**src/rtl/pkt_alloc_pkg.sv**
```systemverilog
// Shared command codes and status bit constants for the page allocator.
package pkt_alloc_pkg;

    typedef enum logic [2:0] {
        OP_NOP        = 3'd0,
        OP_TX_ALLOC   = 3'd1,
        OP_POOL_RESET = 3'd2,
        OP_RX_POP     = 3'd3,
        OP_RX_POP_REL = 3'd4,
        OP_RELEASE    = 3'd5,
        OP_TX_ENQ     = 3'd6,
        OP_TX_RESET   = 3'd7
    } page_op_e;

    localparam logic [7:0] ST_RCV   = 8'h01;
    localparam logic [7:0] ST_TX    = 8'h02;
    localparam logic [7:0] ST_TXE   = 8'h04;
    localparam logic [7:0] ST_ALLOC = 8'h08;
    localparam logic [7:0] ACK_MASK = 8'hD6;
    localparam logic [7:0] NO_PAGE  = 8'h80;

endpackage

```
**src/rtl/page_queue.sv**
```systemverilog
// Shift-register FIFO of page numbers.
// Assumes: clear wins over push/pop; pop of an empty queue is a no-op;
// a push is accepted only if room remains after this cycle's pop.
module page_queue #(
    parameter int DEPTH = 4,
    parameter int W     = 2
) (
    input  logic         clk,
    input  logic         rst_n,
    input  logic         clr,
    input  logic         push,
    input  logic [W-1:0] push_val,
    input  logic         pop,
    output logic [W-1:0] head,
    output logic         empty,
    output logic         full,
    output logic         empty_nxt
);
    localparam int CW = $clog2(DEPTH + 1);
    localparam logic [CW-1:0] DEPTH_C = CW'(DEPTH);

    logic [W-1:0]  slot_q [DEPTH];
    logic [W-1:0]  slot_d [DEPTH];
    logic [CW-1:0] cnt_q, cnt_pop, cnt_d;
    logic          do_push, do_pop;

    // Occupancy after this cycle's pop and push.
    always_comb begin
        do_pop  = pop && (cnt_q != '0);
        cnt_pop = do_pop ? cnt_q - 1'b1 : cnt_q;
        do_push = push && (cnt_pop < DEPTH_C);
        cnt_d   = clr ? '0 : cnt_pop + CW'(do_push);
    end

    // Next slot contents: shift on pop, write at the new tail on push.
    always_comb begin
        for (int i = 0; i < DEPTH; i++) begin
            if (do_pop) begin
                slot_d[i] = (i + 1 < DEPTH) ? slot_q[(i + 1) % DEPTH] : '0;
            end else begin
                slot_d[i] = slot_q[i];
            end
            if (do_push && (cnt_pop == CW'(i))) begin
                slot_d[i] = push_val;
            end
        end
    end

    // Occupancy register.
    always_ff @(posedge clk) begin
        if (!rst_n) cnt_q <= '0;
        else        cnt_q <= cnt_d;
    end

    // Slot registers, one per entry.
    for (genvar g = 0; g < DEPTH; g++) begin : g_slot
        always_ff @(posedge clk) begin
            if (!rst_n) slot_q[g] <= '0;
            else        slot_q[g] <= slot_d[g];
        end
    end

    assign head      = slot_q[0];
    assign empty     = (cnt_q == '0);
    assign full      = (cnt_q == DEPTH_C);
    assign empty_nxt = (cnt_d == '0);

endmodule

```
**src/rtl/page_pool.sv**
```systemverilog
// Bitmask of pages in use with a lowest-free-page finder.
// Assumes: a release is applied before the search, so a page freed this
// cycle can be claimed in the same cycle; clear wins over everything.
module page_pool #(
    parameter int PAGES = 4
) (
    input  logic                         clk,
    input  logic                         rst_n,
    input  logic                         clr,
    input  logic                         rel_en,
    input  logic [$clog2(PAGES)-1:0]     rel_idx,
    input  logic                         take_en,
    output logic                         take_ok,
    output logic [$clog2(PAGES)-1:0]     take_idx,
    output logic [$clog2(PAGES+1)-1:0]   free_cnt
);
    localparam int PW = $clog2(PAGES);
    localparam int CW = $clog2(PAGES + 1);

    logic [PAGES-1:0] used_q, after_rel, grant_oh;

    // Apply this cycle's release to the in-use mask.
    always_comb begin
        after_rel = used_q;
        if (rel_en) after_rel[rel_idx] = 1'b0;
    end

    // Find the lowest-numbered free page after the release.
    always_comb begin
        take_ok  = 1'b0;
        take_idx = '0;
        for (int i = PAGES - 1; i >= 0; i--) begin
            if (!after_rel[i]) begin
                take_ok  = 1'b1;
                take_idx = PW'(i);
            end
        end
        grant_oh = '0;
        if (take_en && take_ok) grant_oh[take_idx] = 1'b1;
    end

    // Count free pages in the registered mask.
    always_comb begin
        free_cnt = '0;
        for (int i = 0; i < PAGES; i++) begin
            free_cnt = free_cnt + CW'(!used_q[i]);
        end
    end

    // In-use mask register.
    always_ff @(posedge clk) begin
        if (!rst_n)   used_q <= '0;
        else if (clr) used_q <= '0;
        else          used_q <= after_rel | grant_oh;
    end

endmodule

```
**src/rtl/pkt_page_alloc.sv**
```systemverilog
// Packet page allocator: decodes the command byte, acknowledge, transmit
// and receive events (one per cycle, in that priority), drives the page
// pool and three page queues, and keeps interrupt status, mask, last
// allocation result and a pending-allocation flag.
// Assumes: PAGES is a power of two no larger than 128.
module pkt_page_alloc
    import pkt_alloc_pkg::*;
#(
    parameter int PAGES = 4
) (
    input  logic                       clk,
    input  logic                       rst_n,
    input  logic                       cmd_we,
    input  logic [7:0]                 cmd_data,
    input  logic                       pnum_we,
    input  logic [7:0]                 pnum_data,
    input  logic                       ack_we,
    input  logic [7:0]                 ack_data,
    input  logic                       mask_we,
    input  logic [7:0]                 mask_data,
    input  logic                       auto_rel,
    input  logic                       tx_now,
    input  logic                       rx_push,
    output logic [7:0]                 alloc_result,
    output logic [$clog2(PAGES+1)-1:0] free_count,
    output logic [7:0]                 tx_done_head,
    output logic [7:0]                 rx_head,
    output logic [7:0]                 int_status,
    output logic [7:0]                 int_mask,
    output logic                       irq
);
    localparam int PW = $clog2(PAGES);

    page_op_e    op;
    logic [7:0]  status_q, status_d, st_core, mask_q, result_q, result_d, pnum_q;
    logic        pend_q, pend_d, rx_pop_cmd;

    logic          pool_clr, rel_en, take_en, take_ok;
    logic [PW-1:0] rel_idx, take_idx;

    logic          txq_clr, txq_push, txq_pop, txq_empty, txq_full, txq_empty_nxt;
    logic [PW-1:0] txq_head;
    logic          dq_clr, dq_push, dq_pop, dq_empty, dq_full, dq_empty_nxt;
    logic [PW-1:0] dq_head;
    logic          rxq_clr, rxq_push, rxq_pop, rxq_empty, rxq_full, rxq_empty_nxt;
    logic [PW-1:0] rxq_head;

    assign op = page_op_e'(cmd_data[7:5]);

    page_pool #(.PAGES(PAGES)) u_pool (
        .clk(clk), .rst_n(rst_n), .clr(pool_clr),
        .rel_en(rel_en), .rel_idx(rel_idx), .take_en(take_en),
        .take_ok(take_ok), .take_idx(take_idx), .free_cnt(free_count)
    );

    page_queue #(.DEPTH(PAGES), .W(PW)) u_txq (
        .clk(clk), .rst_n(rst_n), .clr(txq_clr), .push(txq_push),
        .push_val(pnum_q[PW-1:0]), .pop(txq_pop), .head(txq_head),
        .empty(txq_empty), .full(txq_full), .empty_nxt(txq_empty_nxt)
    );

    page_queue #(.DEPTH(PAGES), .W(PW)) u_doneq (
        .clk(clk), .rst_n(rst_n), .clr(dq_clr), .push(dq_push),
        .push_val(txq_head), .pop(dq_pop), .head(dq_head),
        .empty(dq_empty), .full(dq_full), .empty_nxt(dq_empty_nxt)
    );

    page_queue #(.DEPTH(PAGES), .W(PW)) u_rxq (
        .clk(clk), .rst_n(rst_n), .clr(rxq_clr), .push(rxq_push),
        .push_val(take_idx), .pop(rxq_pop), .head(rxq_head),
        .empty(rxq_empty), .full(rxq_full), .empty_nxt(rxq_empty_nxt)
    );

    // Select which page, if any, is released this cycle.
    always_comb begin
        rel_en  = 1'b0;
        rel_idx = '0;
        if (cmd_we) begin
            if (op == OP_RX_POP_REL && !rxq_empty) begin
                rel_en  = 1'b1;
                rel_idx = rxq_head;
            end else if (op == OP_RELEASE) begin
                rel_en  = 1'b1;
                rel_idx = pnum_q[PW-1:0];
            end
        end else if (!ack_we && tx_now && !txq_empty && auto_rel) begin
            rel_en  = 1'b1;
            rel_idx = txq_head;
        end
    end

    // Decode the winning event into queue, pool and status actions.
    always_comb begin
        st_core    = status_q;
        result_d   = result_q;
        pend_d     = pend_q;
        take_en    = 1'b0;
        pool_clr   = 1'b0;
        rx_pop_cmd = 1'b0;
        txq_clr = 1'b0; txq_push = 1'b0; txq_pop = 1'b0;
        dq_clr  = 1'b0; dq_push  = 1'b0; dq_pop  = 1'b0;
        rxq_clr = 1'b0; rxq_push = 1'b0; rxq_pop = 1'b0;
        if (cmd_we) begin
            unique case (op)
                OP_TX_ALLOC: begin
                    st_core = st_core & ~ST_ALLOC;
                    take_en = 1'b1;
                    if (take_ok) begin
                        result_d = {{(8-PW){1'b0}}, take_idx};
                        st_core  = st_core | ST_ALLOC;
                        pend_d   = 1'b0;
                    end else begin
                        result_d = NO_PAGE;
                        pend_d   = 1'b1;
                    end
                end
                OP_POOL_RESET: begin
                    pool_clr = 1'b1;
                    txq_clr  = 1'b1;
                    dq_clr   = 1'b1;
                    rxq_clr  = 1'b1;
                end
                OP_RX_POP, OP_RX_POP_REL: begin
                    rxq_pop    = 1'b1;
                    rx_pop_cmd = 1'b1;
                end
                OP_TX_ENQ: txq_push = 1'b1;
                OP_TX_RESET: begin
                    txq_clr = 1'b1;
                    dq_clr  = 1'b1;
                end
                default: ;
            endcase
        end else if (ack_we) begin
            st_core = st_core & ~(ack_data & ACK_MASK);
            dq_pop  = ack_data[1];
        end else if (tx_now) begin
            txq_pop = 1'b1;
            dq_push = !txq_empty && !auto_rel;
        end else if (rx_push) begin
            take_en = !rxq_full;
            if (take_ok && !rxq_full) begin
                rxq_push = 1'b1;
                st_core  = st_core | ST_RCV;
            end
        end
        if (rel_en && pend_q) begin
            take_en  = 1'b1;
            result_d = {{(8-PW){1'b0}}, take_idx};
            st_core  = st_core | ST_ALLOC;
            pend_d   = 1'b0;
        end
    end

    // Fold in queue-derived status bits after the update.
    always_comb begin
        status_d = st_core;
        if (rx_pop_cmd)     status_d[0] = !rxq_empty_nxt;
        if (txq_empty_nxt)  status_d = status_d | ST_TXE;
        if (!dq_empty_nxt)  status_d = status_d | ST_TX;
    end

    // Status, result and pending-allocation registers.
    always_ff @(posedge clk) begin
        if (!rst_n) begin
            status_q <= ST_TXE;
            result_q <= NO_PAGE;
            pend_q   <= 1'b0;
        end else begin
            status_q <= status_d;
            result_q <= result_d;
            pend_q   <= pend_d;
        end
    end

    // Software-written mask and packet-number registers.
    always_ff @(posedge clk) begin
        if (!rst_n) begin
            mask_q <= '0;
            pnum_q <= '0;
        end else begin
            if (mask_we) mask_q <= mask_data;
            if (pnum_we) pnum_q <= pnum_data;
        end
    end

    assign alloc_result = result_q;
    assign int_status   = status_q;
    assign int_mask     = mask_q;
    assign irq          = |(status_q & mask_q);
    assign tx_done_head = dq_empty  ? NO_PAGE : {{(8-PW){1'b0}}, dq_head};
    assign rx_head      = rxq_empty ? NO_PAGE : {{(8-PW){1'b0}}, rxq_head};

endmodule

```
**config.mk**
```make
export PLATFORM = sky130hd
export DESIGN_NAME = pkt_page_alloc
export DESIGN_NICKNAME = d
export VERILOG_FILES = /design/src/rtl/pkt_alloc_pkg.sv /design/src/rtl/page_queue.sv /design/src/rtl/page_pool.sv /design/src/rtl/pkt_page_alloc.sv
export SDC_FILE = /design/constraint.sdc
export NUM_CORES = 1
export LEC_CHECK = 0
export BUFFER_PORTS_ARGS = -buffer_cell sky130_fd_sc_hd__buf_4
export CAP_MARGIN = 30
export CELL_PAD_IN_SITES_DETAIL_PLACEMENT = 1
export CELL_PAD_IN_SITES_GLOBAL_PLACEMENT = 2
export CORE_MARGIN = 1
export CORE_UTILIZATION = 32
export DETAILED_ROUTE_END_ITERATION = 12
export PLACE_DENSITY_LB_ADDON = 0.1
export SKIP_LAST_GASP = 1
export SYNTH_ARGS = -nofsm -noshare
export SYNTH_HDL_FRONTEND = slang
export SYNTH_HIERARCHICAL = 1
export SYNTH_SLANG_ARGS = --single-unit
```
**constraint.sdc**
```tcl
create_clock -name clk -period 3.6 [get_ports clk]
set_input_delay 0.18 -clock clk [delete_from_list [all_inputs] [get_ports clk]]
set_output_delay 0.18 -clock clk [all_outputs]
set_load 0.01 [all_outputs]
```
==> impl_metrics.ini, run 1 <==
[power_and_ir_drop]
p_sw_w = 0.0004198
p_comb_frac = 0.096
power.density_nw_per_um2 = 402.5
p_int_w = 0.001388
ir_worst_vdd_v = 0.0002063
power_w = 0.001808
p_clk_frac = 0.535
power_leakage_nw = 1.975
seq_power_share = 0.369
p_sw_frac = 0.2322

[clock_network]
clkLatencyLatePin_ns = 0.33
htreeDepth = 3
postCtsHoldBufs = 0
ctsLongestPathBuffers = 2
clock-sinks = 58
cts_setup_buffers = 0
ctsResizeCount = 0
root_buffer = clkbuf_16
clkTransAtPathRegs_ns = 0.05
cts_tree = built
cts_buffers = 9

[placement]
post-dp-hpwl_mm = 7.211
gp_congestion = 0.7992
portBuffers = 54
dp_cells = 603

[cells_and_area]
fin_nets = 527
drive_above_1_share = 0.2164
synthToLayoutAreaGrowth_pct = 20.67
antenna_cells = 0
final_core_util = 0.3951
stdcell_count = 619

[floorplan]
start_util = 0.3274
ioPinCount = 85
die_h_um = 109.9
num_rows = 39
core_um2 = 11370
chipWidth_um = 109.9
dieArea_um2 = 12070

[global_routing]
antenna_found_initial = 0
grtUsageTotal = 0.1713
grt_pass1_wl_mm = 15.84
grt_remaining_overflow = 0
grt_max_degree = 59
grt_pass1_vias = 3098

[routing]
ant_nets = 0
vias = 3175
drtIter0Drc = 123
avgRoutedWirePerCell_um = 15.68
via_per_inst = 5.129
drt-total-wl_mm = 9.706
dr.pass1.iters = 4
drc = 0

[setup_path]
worstPathArrival_ns = 3.43
start_kind = flop
r2r_start = u_rxq/cnt_q[0]
crit_top_cell = ha_1
path_cells = inv_1, ha_1, nand2b_2, inv_2, nor2b_1, o2bb2ai_1, nor3_1, nand3_1, and3_1, and2_1, ha_1, ha_1, xor2_1, a21o_1, nand2_1, o311a_1
crit_required_ns = 3.82
r2r_slack_ns = 0.38
critical_path.endpoint = int_status[0]
crit_path_end_kind = flop
critical-path-top-delay-family = simple AND/OR/NAND/NOR gates
cp-startpoint = u_rxq/cnt_q[0]
crit_path_max_incr_delay_ns = 0.35
crit_buf_inv = 2
rr_worst_depth = 16
r2r_end = int_status[0]
critPathKind = flop to flop
path_depth = 16
cpMaxStageDelayCell = dfxtp_1
path_max_fanout = 15

[sta]
tightestPinTransition_ns = 0.7609
slew_headroom = 0.4888
drv_slew = 0
finalSetupViolCount = 0
period_share = 0.8940
fmax_ghz = 0.3107
period_minus_slack_ns = 3.218
rsz0062_at_grt = no
setup_tns_ns = 0
finalHoldViolCount = 0
fin_skew_ns = 0.005023

[yosys]
yosys_warnings = 6
syn_area_per_cell_um2 = 8.758
syn_inst = 425
synthesis.area_um2 = 3722

[run_status]
status = completed

[hold_path]
min_path_type = input port to flop

[run]
drv_cap = 0
placed cells by master (no fill, tap or decap), drive strengths merged, types with 2 or more instances in the layout:
cell type  count
a211oi        10
a21boi        20
a21o           5
a21oi         11
a22oi          2
a31oi          3
and2           5
and2b          2
and3          22
and3b          6
buf           59
bufinv         2
clkbuf        12
conb          16
dfxtp         58
ha            14
inv           19
mux2i         38
nand2         34
nand2b         7
nand3         12
nand3b         2
nor2          11
nor2b         21
nor3          13
nor3b          4
nor4           3
o2111ai        5
o21ai         32
o221ai         5
or3            4
xnor2          3
xor2           3
stage by stage:
stage / instance area (um^2) / worst slack (ns) / hold WS, ns
after floorplan: 3779 / 0.5114 / 0.2674
after global placement: 4153 / 0.4715 / 0.3558
after detailed placement: 4153 / 0.3764 / 0.3620
after CTS: 4492 / 0.3679 / 0.01656
after global routing: 4492 / 0.01168 / 0.02241
final: 4492 / 0.3817 / 0.02224
power by group through the flow:
stage | sequential [W] | combinational (W) | clock [W]
after floorplan | 0.000680 | 0.000115 | 0
after global placement | 0.000679 | 0.000172 | 0
after detailed placement | 0.000680 | 0.000176 | 0
after CTS | 0.000666 | 0.000176 | 0.000994
after global routing | 0.000667 | 0.000194 | 0.00102
final | 0.000666 | 0.000174 | 0.000968
routing by layer:
layer  vias up  part of all wire  wire (um)  track usage
li1       1587                 -          -            -
met1      1517              0.49       4764       0.2305
met2        61              0.45       4406       0.2741
met3        10             0.041        394      0.02430
met4         0             0.014        140      0.06857
met5         -                 0          0            0
worst min-delay path by stage:
| stage | startpoint | end | slack [ns] | cells past startpoint |
|---|---|---|---|---|
| floorplan | ack_data[6] | int_status[6] | 0.27 | 1 |
| global placement | ack_data[7] | int_status[7] | 0.36 | 2 |
| detailed placement | ack_data[7] | int_status[7] | 0.36 | 2 |
| CTS | ack_data[7] | int_status[7] | 0.02 | 2 |
| global route | ack_data[6] | int_status[6] | 0.02 | 2 |
| finish | ack_data[7] | int_status[7] | 0.02 | 2 |
area by class of cell:
cell class,instances,area [um^2]
fill,1317,6878
timing repair buffer,59,442.9
inverter,19,71.32
multi-input combinational,324,2298
tap,143,178.9
sequential,58,1161
clock inverter,4,72.57
clock buffer,12,266.5
flip-flops by register name, summed over array words and instances, names as in the netlist:
register        cells
u_rxq/cnt_q         3
int_status          7
int_mask            8
pnum_q              2
pend_q              1
u_rxq/slot_q        8
u_txq/slot_q        8
u_doneq/cnt_q       3
alloc_result        3
u_doneq/slot_q      8
u_pool/used_q       4
u_txq/cnt_q         3
No activity file was read; power rests on OpenSTA's default activity.
==> run 2, diff against run 1 <==
--- a/config.mk
+++ b/config.mk
@@ -5,6 +5,7 @@
 export SDC_FILE = /design/constraint.sdc
 export NUM_CORES = 1
 export LEC_CHECK = 0
+export ABC_AREA = 1
 export BUFFER_PORTS_ARGS = -buffer_cell sky130_fd_sc_hd__buf_4
 export CAP_MARGIN = 30
 export CELL_PAD_IN_SITES_DETAIL_PLACEMENT = 1
@@ -12,6 +13,7 @@
 export CORE_MARGIN = 1
 export CORE_UTILIZATION = 32
 export DETAILED_ROUTE_END_ITERATION = 12
+export HOLD_SLACK_MARGIN = 0.06
 export PLACE_DENSITY_LB_ADDON = 0.1
 export SKIP_LAST_GASP = 1
 export SYNTH_ARGS = -nofsm -noshare
==> constraint.sdc (replaced) <==
create_clock -name clk -period 4.07 [get_ports clk]
set_input_delay 0.2035 -clock clk [delete_from_list [all_inputs] [get_ports clk]]
set_output_delay 0.2035 -clock clk [all_outputs]
set_load 0.01 [all_outputs]
==> run 2 against run 1 <==
  * Cell count rose by 22%
  * Clock skew down 0.0014 ns
  * First-iteration DRC count fell by 34%
  * Synthesized cell count grew 32%
  * Die area is 5.1% higher
  * Sequential share of layout area fell by 0.56 points
  * Register-to-register slack better by 0.21 ns
  * Setup slack improved by 0.21 ns
  * Critical path depth up 11
  * Sequential power decreased by 11%
  * Critical path type unchanged
  * Critical endpoint unchanged
  * Largest power group unchanged
==> impl_metrics.ini, run 2 <==
[routing]
vias = 3546
drtIter0Drc = 81
via_per_inst = 4.678
drt-total-wl_mm = 10.18
drc = 0
ant_nets = 0
dr.pass1.iters = 4
avgRoutedWirePerCell_um = 13.42

[setup_path]
crit_path_end_kind = flop
worstPathArrival_ns = 3.71
start_kind = flop
crit_required_ns = 4.30
path_max_fanout = 13
critPathKind = flop to flop

[clock_network]
htreeDepth = 3
ctsResizeCount = 0
root_buffer = clkbuf_16
clkTransAtPathRegs_ns = 0.05
clkLatencyLatePin_ns = 0.33
postCtsHoldBufs = 0
cts_buffers = 9
ctsLongestPathBuffers = 2
cts_tree = built
cts_setup_buffers = 0
clock-sinks = 58

[floorplan]
die_h_um = 112.6
dieArea_um2 = 12680
start_util = 0.3273
chipWidth_um = 112.6
ioPinCount = 85
num_rows = 40
core_um2 = 11960

[sta]
tightestPinTransition_ns = 0.6045
setup_tns_ns = 0
period_minus_slack_ns = 3.483
fin_skew_ns = 0.003588
finalHoldViolCount = 0
fmax_ghz = 0.2871
drv_slew = 0
hold_ws_ns = 0.09433
finalSetupViolCount = 0
period_share = 0.8557
slew_headroom = 0.5955
rsz0062_at_grt = no

[global_routing]
antenna_found_initial = 0
grt_pass1_wl_mm = 17.42
grt_max_degree = 22
grt_pass1_vias = 3687
grt_remaining_overflow = 0
grtUsageTotal = 0.1755

[placement]
post-dp-hpwl_mm = 7.991
portBuffers = 54
gp_congestion = 0.7345

[hold_path]
min_path_type = input port to flop

[power_and_ir_drop]
power_w = 0.001540
power_leakage_nw = 2.020
ir_worst_vdd_v = 0.0001710
power.density_nw_per_um2 = 335.6

[cells_and_area]
fin_nets = 663
final_common_cell = nand2_1
antenna_cells = 0
final_cell_mix = nand2_1 (124), nand3_1 (73), inv_1 (61)
drive_above_1_share = 0.2684
synthToLayoutAreaGrowth_pct = 17.26

[yosys]
syn_area_per_cell_um2 = 6.966
synthesis.area_um2 = 3915
yosys_warnings = 6
syn_inst = 562

[run]
drv_cap = 0

[run_status]
status = completed
[run 2: through the flow]
step / instance area [um^2] / setup slack (ns) / std cells / utilization
detailed placement: 4285 / 0.5771 / 743 / 0.3583
floorplan: 3971 / 0.8339 / 577 / -
finish: 4591 / 0.5872 / 758 / 0.3838
global route: 4591 / 0.1706 / 758 / 0.3838
CTS: 4591 / 0.5366 / 758 / 0.3838
global placement: 4285 / 0.6404 / 743 / 0.3583
[run 2: area by class of cell]
cell class	instances	area, um^2
fillers	1519	7371
clock buffers	13	270.3
flip-flops and latches	58	1161
inverters	75	281.5
repair buffers	54	405.4
clock inverters	2	35.03
multi-input cells	409	2253
well taps	147	183.9
[run 2: final timing paths]
path	start	endpoint	slack, ns	cells after the start
setup / recovery	u_txq/cnt_q[0]	int_status[0]	0.59	27
hold / removal	mask_data[0]	int_mask[0]	0.09	3
setup reg to reg	u_txq/cnt_q[0]	int_status[0]	0.59	27
hold reg to reg	alloc_result[7]	alloc_result[7]	0.45	2
[run 2: where the power goes]
part	total [W]	internal [W]	switching, W
registers	0.000593	0.000582	0.0000112
logic	0.000168	0.0000625	0.000105
clock network	0.000779	0.000519	0.000260
total	0.00154	0.00116	0.000377
[run 2: critical path, stage by stage (launching register included)]
cell and delay [ns]:
dfxtp_1 0.35, inv_1 0.10, ha_1 0.29, nand2_4 0.13, inv_1 0.06, nor2_1 0.10
nand2_1 0.07, nand2_2 0.11, o21ai_0 0.09, a31oi_1 0.25, inv_1 0.09, nand3_1 0.11
nand2_2 0.09, nor2_2 0.13, nand2_1 0.08, inv_1 0.11, nor2_4 0.05, inv_1 0.08
nor2_4 0.09, ha_1 0.21, ha_1 0.18, or2_1 0.22, nand3_1 0.09, nand3_1 0.09
inv_2 0.05, nand2_1 0.04, nand2_1 0.06, nor2_1 0.04
[run 2: routing by layer]
metal,global-route usage,part of all wire,up-vias
met4,0.08267,0.021,0
met2,0.3086,0.49,43
li1,-,-,1826
met1,0.2042,0.46,1665
met5,0,0,-
met3,0.03456,0.030,12
